==> src/rtl/sem_pkg.sv <==
package sem_pkg;

    typedef enum logic [2:0] {
        S_FREE      = 3'd0,
        S_L_OWN     = 3'd1,
        S_R_OWN     = 3'd2,
        S_L_OWN_RW  = 3'd3,
        S_R_OWN_LW  = 3'd4
    } sem_state_t;

endpackage

==> src/rtl/sem_wr_decode.sv <==
module sem_wr_decode #(
    parameter int NUM_SEM = 8,
    parameter int DATA_W  = 16,
    localparam int IDX_W  = $clog2(NUM_SEM)
) (
    input  logic               wr,
    input  logic [IDX_W-1:0]   idx,
    input  logic [DATA_W-1:0]  wdata,
    output logic [NUM_SEM-1:0] req,
    output logic [NUM_SEM-1:0] rel
);

    logic bit_val;

    always_comb begin
        bit_val = wdata[0];
    end

    for (genvar g = 0; g < NUM_SEM; g++) begin : g_dec
        logic hit;
        always_comb begin
            hit    = wr && (idx == IDX_W'(g));
            req[g] = hit && !bit_val;
            rel[g] = hit &&  bit_val;
        end
    end

endmodule

==> src/rtl/sem_cell.sv <==
module sem_cell
    import sem_pkg::*;
(
    input  logic clk,
    input  logic rst_n,
    input  logic l_req,
    input  logic l_rel,
    input  logic r_req,
    input  logic r_rel,
    output logic l_owns,
    output logic r_owns
);

    sem_state_t state, nxt;

    always_ff @(posedge clk) begin
        if (!rst_n) state <= S_FREE;
        else        state <= nxt;
    end

    always_comb begin
        nxt = state;
        unique case (state)
            S_FREE: begin
                if (l_req)      nxt = r_req ? S_L_OWN_RW : S_L_OWN;
                else if (r_req) nxt = S_R_OWN;
            end
            S_L_OWN: begin
                if (l_rel)      nxt = r_req ? S_R_OWN : S_FREE;
                else if (r_req) nxt = S_L_OWN_RW;
            end
            S_R_OWN: begin
                if (r_rel)      nxt = l_req ? S_L_OWN : S_FREE;
                else if (l_req) nxt = S_R_OWN_LW;
            end
            S_L_OWN_RW: begin
                if (l_rel)      nxt = r_rel ? S_FREE : S_R_OWN;
                else if (r_rel) nxt = S_L_OWN;
            end
            S_R_OWN_LW: begin
                if (r_rel)      nxt = l_rel ? S_FREE : S_L_OWN;
                else if (l_rel) nxt = S_R_OWN;
            end
            default: nxt = S_FREE;
        endcase
    end

    always_comb begin
        l_owns = 1'b0;
        r_owns = 1'b0;
        unique case (state)
            S_L_OWN, S_L_OWN_RW: l_owns = 1'b1;
            S_R_OWN, S_R_OWN_LW: r_owns = 1'b1;
            default: ;
        endcase
    end


    tie_grant_chk: assert property (@(posedge clk) disable iff (!rst_n)
        (state == S_FREE && l_req && r_req) |=> (state == S_L_OWN_RW));


    handover_chk: assert property (@(posedge clk) disable iff (!rst_n)
        (state == S_L_OWN_RW && l_rel && !r_rel) |=> (r_owns && !l_owns));


    queue_chk: assert property (@(posedge clk) disable iff (!rst_n)
        (state == S_R_OWN && l_req && !r_rel) |=> (state == S_R_OWN_LW));


    stranger_rel_chk: assert property (@(posedge clk) disable iff (!rst_n)
        (state == S_L_OWN && r_rel && !l_rel) |=> $stable(state));


    one_owner_chk: assert property (@(posedge clk) disable iff (!rst_n)
        !(l_owns && r_owns));

endmodule

==> src/rtl/sem_rd_mux.sv <==
module sem_rd_mux #(
    parameter int NUM_SEM = 8,
    parameter int DATA_W  = 16,
    localparam int IDX_W  = $clog2(NUM_SEM)
) (
    input  logic [NUM_SEM-1:0] owns,
    input  logic [IDX_W-1:0]   idx,
    output logic [DATA_W-1:0]  rdata
);

    logic held;

    always_comb begin
        held  = owns[idx];
        rdata = {DATA_W{!held}};
    end

endmodule

==> src/rtl/sem_bank.sv <==
module sem_bank #(
    parameter int NUM_SEM = 8,
    parameter int DATA_W  = 16,
    localparam int IDX_W  = $clog2(NUM_SEM)
) (
    input  logic              clk,
    input  logic              rst_n,
    input  logic              l_wr,
    input  logic [IDX_W-1:0]  l_idx,
    input  logic [DATA_W-1:0] l_wdata,
    output logic [DATA_W-1:0] l_rdata,
    input  logic              r_wr,
    input  logic [IDX_W-1:0]  r_idx,
    input  logic [DATA_W-1:0] r_wdata,
    output logic [DATA_W-1:0] r_rdata
);

    logic [NUM_SEM-1:0] l_req, l_rel, r_req, r_rel;
    logic [NUM_SEM-1:0] l_owns, r_owns;

    sem_wr_decode #(.NUM_SEM(NUM_SEM), .DATA_W(DATA_W)) u_ldec (
        .wr(l_wr), .idx(l_idx), .wdata(l_wdata), .req(l_req), .rel(l_rel)
    );

    sem_wr_decode #(.NUM_SEM(NUM_SEM), .DATA_W(DATA_W)) u_rdec (
        .wr(r_wr), .idx(r_idx), .wdata(r_wdata), .req(r_req), .rel(r_rel)
    );

    for (genvar g = 0; g < NUM_SEM; g++) begin : g_sem
        sem_cell u_cell (
            .clk    (clk),
            .rst_n  (rst_n),
            .l_req  (l_req[g]),
            .l_rel  (l_rel[g]),
            .r_req  (r_req[g]),
            .r_rel  (r_rel[g]),
            .l_owns (l_owns[g]),
            .r_owns (r_owns[g])
        );
    end

    sem_rd_mux #(.NUM_SEM(NUM_SEM), .DATA_W(DATA_W)) u_lmux (
        .owns(l_owns), .idx(l_idx), .rdata(l_rdata)
    );

    sem_rd_mux #(.NUM_SEM(NUM_SEM), .DATA_W(DATA_W)) u_rmux (
        .owns(r_owns), .idx(r_idx), .rdata(r_rdata)
    );


    exclusive_read_chk: assert property (@(posedge clk) disable iff (!rst_n)
        (l_idx == r_idx) |-> (l_rdata[0] || r_rdata[0]));


    replicate_chk: assert property (@(posedge clk) disable iff (!rst_n)
        ((l_rdata == '0) || (l_rdata == '1)) && ((r_rdata == '0) || (r_rdata == '1)));


    reset_free_chk: assert property (@(posedge clk)
        !rst_n |=> (l_owns == '0 && r_owns == '0));

endmodule

==> config.mk <==
export PLATFORM = sky130hd
export DESIGN_NAME = sem_bank
export DESIGN_NICKNAME = d
export VERILOG_FILES = /design/src/rtl/sem_pkg.sv /design/src/rtl/sem_wr_decode.sv /design/src/rtl/sem_cell.sv /design/src/rtl/sem_rd_mux.sv /design/src/rtl/sem_bank.sv
export SDC_FILE = /design/constraint.sdc
export NUM_CORES = 1
export LEC_CHECK = 0
export ABC_AREA = 1
export BUFFER_PORTS_ARGS = -buffer_cell sky130_fd_sc_hd__buf_4
export CORE_AREA = 4 4 76 78
export DETAILED_ROUTE_END_ITERATION = 16
export DIE_AREA = 0 0 80 82
export PLACE_DENSITY = 0.89
export SLEW_MARGIN = 40
export SYNTH_ARGS = -nofsm -noshare
export SYNTH_HDL_FRONTEND = slang
export SYNTH_SLANG_ARGS = --single-unit
==> constraint.sdc <==
create_clock -name clk -period 2.2 [get_ports clk]
set_clock_uncertainty 0.05 [all_clocks]
set_input_delay 0.22 -clock clk [delete_from_list [all_inputs] [get_ports clk]]
set_output_delay 0.22 -clock clk [all_outputs]
set_load 0.05 [all_outputs]
==> Yosys cells after proc, flatten, opt, wreduce, memory -nomap -nowiden <==
Index checks and enable logic that the tools add are counted.
{ "word_totals": {"inputBits": 42, "elab_cells": 330, "output_inout_bits": 32, "regBits": 24} }
{ "op_classes": {"n_eq_ne": 86, "reduce_logical": 86, "magnitude_cmp": 2, "muxes": 148} }
{ "ops": {"columns": ["operator", "n"], "rows": [
  ["$mux W3", 80],
  ["$ne A3 B1 Y1 const B", 40],
  ["$pmux W3 S5", 8],
  ["$eq A3 B2 Y1 const B", 20],
  ["$eq A3 B3 Y1 const B", 16],
  ["$logic_and A1 B1 Y1", 48],
  ["$mux W2", 24],
  ["$reduce_and A5 Y1", 8],
  ["$mux W1", 34],
  ["$reduce_or A2 Y1", 16],
  ["$eq A3 B1 Y1 const B", 10],
  ["$logic_not A3 Y1", 10],
  ["$lt A3 B4 Y1 const B", 2],
  ["$bmux W1 S3", 2],
  ["$logic_not A1 Y1", 4]
]} }

==> Logic depth before layout (Yosys ltp) <==
{ "logic_depth": {"ltp_word": 6, "mapped_depth": 11, "mapped_depth_nobuf": 11} }

==> Modules after synthesis <==
A second synthesis with hierarchy kept.
{ "hier_totals": {"cells_unflattened": 598, "area_unflattened_um2": 3343.2} }
{ "modules_own_cells": {"columns": ["module", "cells_per_inst", "instances", "area_each_um2"], "rows": [
  ["sem_cell", 57, 8, 331.6],
  ["sem_rd_mux", 35, 2, 192.7],
  ["sem_wr_decode", 36, 2, 152.6]
]} }

==> Worst setup path before layout <==
Ideal clock, no wire load.
{ "synth_timing": {"path_type": "flip-flop to output port", "from": "reg g_sem[4].u_cell.state[2]", "to": "out l_rdata[10]", "path_buffers": 1, "slack_ns": -0.439, "t_required_ns": 1.930, "stages_incl_launch_ff": 8, "t_arrival_ns": 2.369, "cell_sequence": "dfxtp_1 inv_1 nand2_1 nand2_1 nand3_1 a21oi_1 a21oi_1 buf_4"} }
{ "synth_between": {"elab_chain_len": 6, "word_cells_on_any_way": 7} }
{ "synth_rtl": {"columns": ["item", "line", "text"], "rows": [
  ["start, declared", "sem_cell.sv:14", "sem_state_t state, nxt;"],
  ["start signal, assigned", "sem_cell.sv:18", "else state <= nxt;"],
  ["$eq A3 B1 Y1 or $eq A3 B2 Y1 (tied branches)", "sem_cell.sv:51", "unique case (state)"],
  ["$reduce_or A2 Y1 *", "sem_cell.sv:51", null],
  ["$mux W1 *", "sem_cell.sv:51", null],
  ["$bmux W1 S3 *", "sem_rd_mux.sv:14", "held = owns[idx];"],
  ["$mux W1 (not written as such) *", "sem_rd_mux.sv:14", null],
  ["$logic_not A1 Y1 *", "sem_rd_mux.sv:15", "rdata = {DATA_W{!held}};"],
  ["end, declared", "sem_bank.sv:11", "output logic [DATA_W-1:0] l_rdata,"]
]} }
Mark *: on every way between the ends. The rest lies on a longest branch, timed or not. The select of a mux whose other input is x is not followed.

==> Worst setup path in the final report <==
{ "layout_timing": {"from": "reg g_sem[7].u_cell.state[0]", "to": "out r_rdata[15]"} }
{ "layout_between": {"elab_chain_len": 6, "word_cells_on_any_way": 7} }
{ "layout_rtl": {"columns": ["item", "line", "text"], "rows": [
  ["start, declared", "sem_cell.sv:14", null],
  ["start signal, assigned", "sem_cell.sv:18", null],
  ["$eq A3 B2 Y1 or $eq A3 B3 Y1 (tied branches)", "sem_cell.sv:51", null],
  ["$reduce_or A2 Y1 *", "sem_cell.sv:51", null],
  ["$mux W1 *", "sem_cell.sv:51", null],
  ["$bmux W1 S3 *", "sem_rd_mux.sv:14", null],
  ["$mux W1 (not written as such) *", "sem_rd_mux.sv:14", null],
  ["$logic_not A1 Y1 *", "sem_rd_mux.sv:15", null],
  ["end, declared", "sem_bank.sv:15", "output logic [DATA_W-1:0] r_rdata"]
]} }
Marked as above.

==> out/metrics.cfg <==
[timing]
fmax_ghz=0.481
worstMarginPinSlew_ns=0.394
setup_violations=0
slew_viol_final=0
rsz0062_at_grt=no
fin_crit_sh_pct=94.6
maxSlewHeadroom_pct=73.5
totalNegativeSetupSlack_ns=0
post-route-min-period_ns=2.08
hold_violations=0

[worst_setup_path]
r2r_start=g_sem[4].u_cell.state[2]
path_cells=nor3_2 -> nand3b_1 -> nand3_2 -> nor3_2 -> nor2_4 -> buf_12 -> buf_4
cpMostUsedCell=nor3_2
rr_worst_depth=11
critPathRequiredTime_ns=1.93
arrival_ns=1.81
critPathKind=reg -> out
path_buf_inv=2
slowest_delay_ns=0.37
crit_fanout=16
cp-end-kind=output pin
ff2ff_setup_slack_ns=0.79
cp_top_family=simple AND/OR/NAND/NOR gates
cp-start-kind=flop
reg2reg_to=g_sem[4].u_cell.state[1]
crit_path_top_delay_cell=dfxtp_1

[layout]
multiInputGateArea_sq_um=1730
largest_reg_flops=24
drive_gt1_share_pct=15.6
layout.nets=562
syn_to_final_growth_pct=12.4
layout_commonest_cell=nand2_1
final_area_sq_um=2970
fillers=514
top_register=g_sem.u_cell.state
num_antenna_cells=0
final_cell_mix=nand2_1 (175), nor2_1 (80), inv_1 (57)
fin_util_pct=58.5
top_regs=g_sem.u_cell.state: 24 flops
regArea_sq_um=484

[detailed_routing]
drc_errors=0
ant_nets=0
firstDrtPassIters=5
wire_per_inst_um=12.0
drtIter0Drc=251
routed_wl_mm=7.05
routed-via-count=3158
vias_per_cell=5.36

[die]
fp.coreArea_sq_um=5070
initial_utilization_pct=52.0
io_pins=74
die_h_um=82
dieArea_sq_um=6560
fp-row-count=26
die_w_um=80

[pwr]
switching_share_pct=54.7
power_switching_mw=1.85
pwr-share-clk_pct=12.3
seqPwrFrac_pct=20.3
power.density_nw_per_um2=1140
cellLeakagePower_nw=1.55
ir_drop_uv=520
internal-power_mw=1.54
pwr-share-comb_pct=67.4

[clocking]
clockRootBuffer=clkbuf_8
cts_tree=done
cts.path.max_buffers=2
cts_made_buffers=3
insertion_delay_ns=0.28
cts_sinks=24
cts-htree-levels=1
clkTransAtPathRegs_ns=0.10

[global_routing]
grt_max_degree=17
grt_usage_pct=21.8
overflow=0
antenna_found_initial=0
grt_pass1_wl_mm=11.8
grt_pass1_vias=2842

[worst_hold_path]
hold_depth=3
hold_end=g_sem[6].u_cell.state[1]
hold_class=in -> reg
hold_start=rst_n

[placement]
dpl_cell_area_sq_um=2830
gp_congestion=0.858
port_buffers=43
dp_hpwl_mm=5.39

[synthesis]
yosysWarnings=0
synth_nets=545
syn_area_sq_um=2640
syn_area_per_cell_sq_um=5.25
yosysSeqAreaShare_pct=18.2
yosys_register_bits=24
syn_inst=503
yosys.cell_types.count=24

[status]
status=finished clean

[flow_run]
cap_violations=0

-- synthesized netlist by cell type (all sizes together) --
| cell | number | area, sq um |
|---|---|---|
| a211oi | 1 | 7.51 |
| o2111ai | 1 | 8.76 |
| inv | 60 | 225 |
| nor3 | 14 | 70.1 |
| nor2 | 93 | 379 |
| a21oi | 13 | 65.1 |
| a31oi | 1 | 6.26 |
| o22ai | 3 | 18.8 |
| o211ai | 3 | 22.5 |
| nand3 | 51 | 290 |
| nand3b | 3 | 22.5 |
| dfxtp | 24 | 480 |
| buf | 34 | 245 |
| nand4 | 2 | 12.5 |
| nor4 | 1 | 6.26 |
| clkinv | 2 | 7.51 |
| nand2 | 175 | 657 |
| a22oi | 2 | 15.0 |
| o21ai | 20 | 100 |
-- worst max path at each step --
stage	from	to	depth (start not counted)	slack [ns]
3_3_place_gp	g_sem[4].u_cell.state[1]	r_rdata[7]	9	0.31
4_1_cts	g_sem[1].u_cell.state[1]	r_rdata[15]	9	0.01
3_5_place_dp	g_sem[4].u_cell.state[1]	r_rdata[15]	9	0.23
6_report	g_sem[7].u_cell.state[0]	r_rdata[15]	7	0.12
2_1_floorplan	g_sem[0].u_cell.state[2]	r_rdata[10]	7	0.12
5_1_grt	g_sem[2].u_cell.state[1]	r_rdata[12]	10	0.0004
-- what timing repair did --
item                       CTS  global route
pin swaps                    0             2
setup endpoints to repair   16            16
buffers inserted             0             1
hold buffers                 0             0
gates resized for setup      2            13
-- through the flow --
step	setup slack, ns	power, mW	hold WS, ns	instances
after detailed placement	0.232	2.88	0.467	584
after global placement	0.307	2.81	0.461	584
after floorplan	0.124	2.55	0.290	503
final	0.119	3.39	0.211	589
after global routing	0.000403	3.70	0.228	589
after CTS	0.00998	3.30	0.219	588
-- tightest hold or removal path, cell delays in order --
cell     delay (ns)
buf_4          0.18
nand2_1        0.08
nor2_1         0.03
-- power by group through the flow --
stage	Combinational, mW	Clock [mW]	Sequential (mW)
2_1_floorplan	1.89	0	0.659
3_3_place_gp	2.13	0	0.680
3_5_place_dp	2.19	0	0.688
4_1_cts	2.21	0.416	0.678
5_1_grt	2.55	0.435	0.708
6_report	2.29	0.416	0.689
-- per-layer routing --
layer	vias to the layer above	global-route usage, %	routed length [um]	part of all wire [%]
met5	-	0	0	0
met4	0	7.94	167	2.4
met3	18	3.62	602	8.5
met2	142	39.3	3310	47
met1	1407	26.0	2970	42
li1	1591	-	-	-
-- logic make-up after synthesis --
logic type	count (synthesis)	share of synthesized area (%)
flip-flops	24	18.2
AO/OA/AOI/OAI	44	9.24
AND/OR/NAND/NOR	339	54.5
buffers and inverters	96	18.1
-- layout make-up --
| cell class | instances | share of cell area [%] |
|---|---|---|
| clock buffer | 3 | 1.39 |
| clock inverter | 1 | 1.01 |
| inverter | 62 | 7.84 |
| multi-input combinational | 383 | 58.4 |
| sequential | 24 | 16.3 |
| tap | 70 | 2.95 |
| timing repair buffer | 46 | 12.1 |
Power figures use the tool's default switching activity.
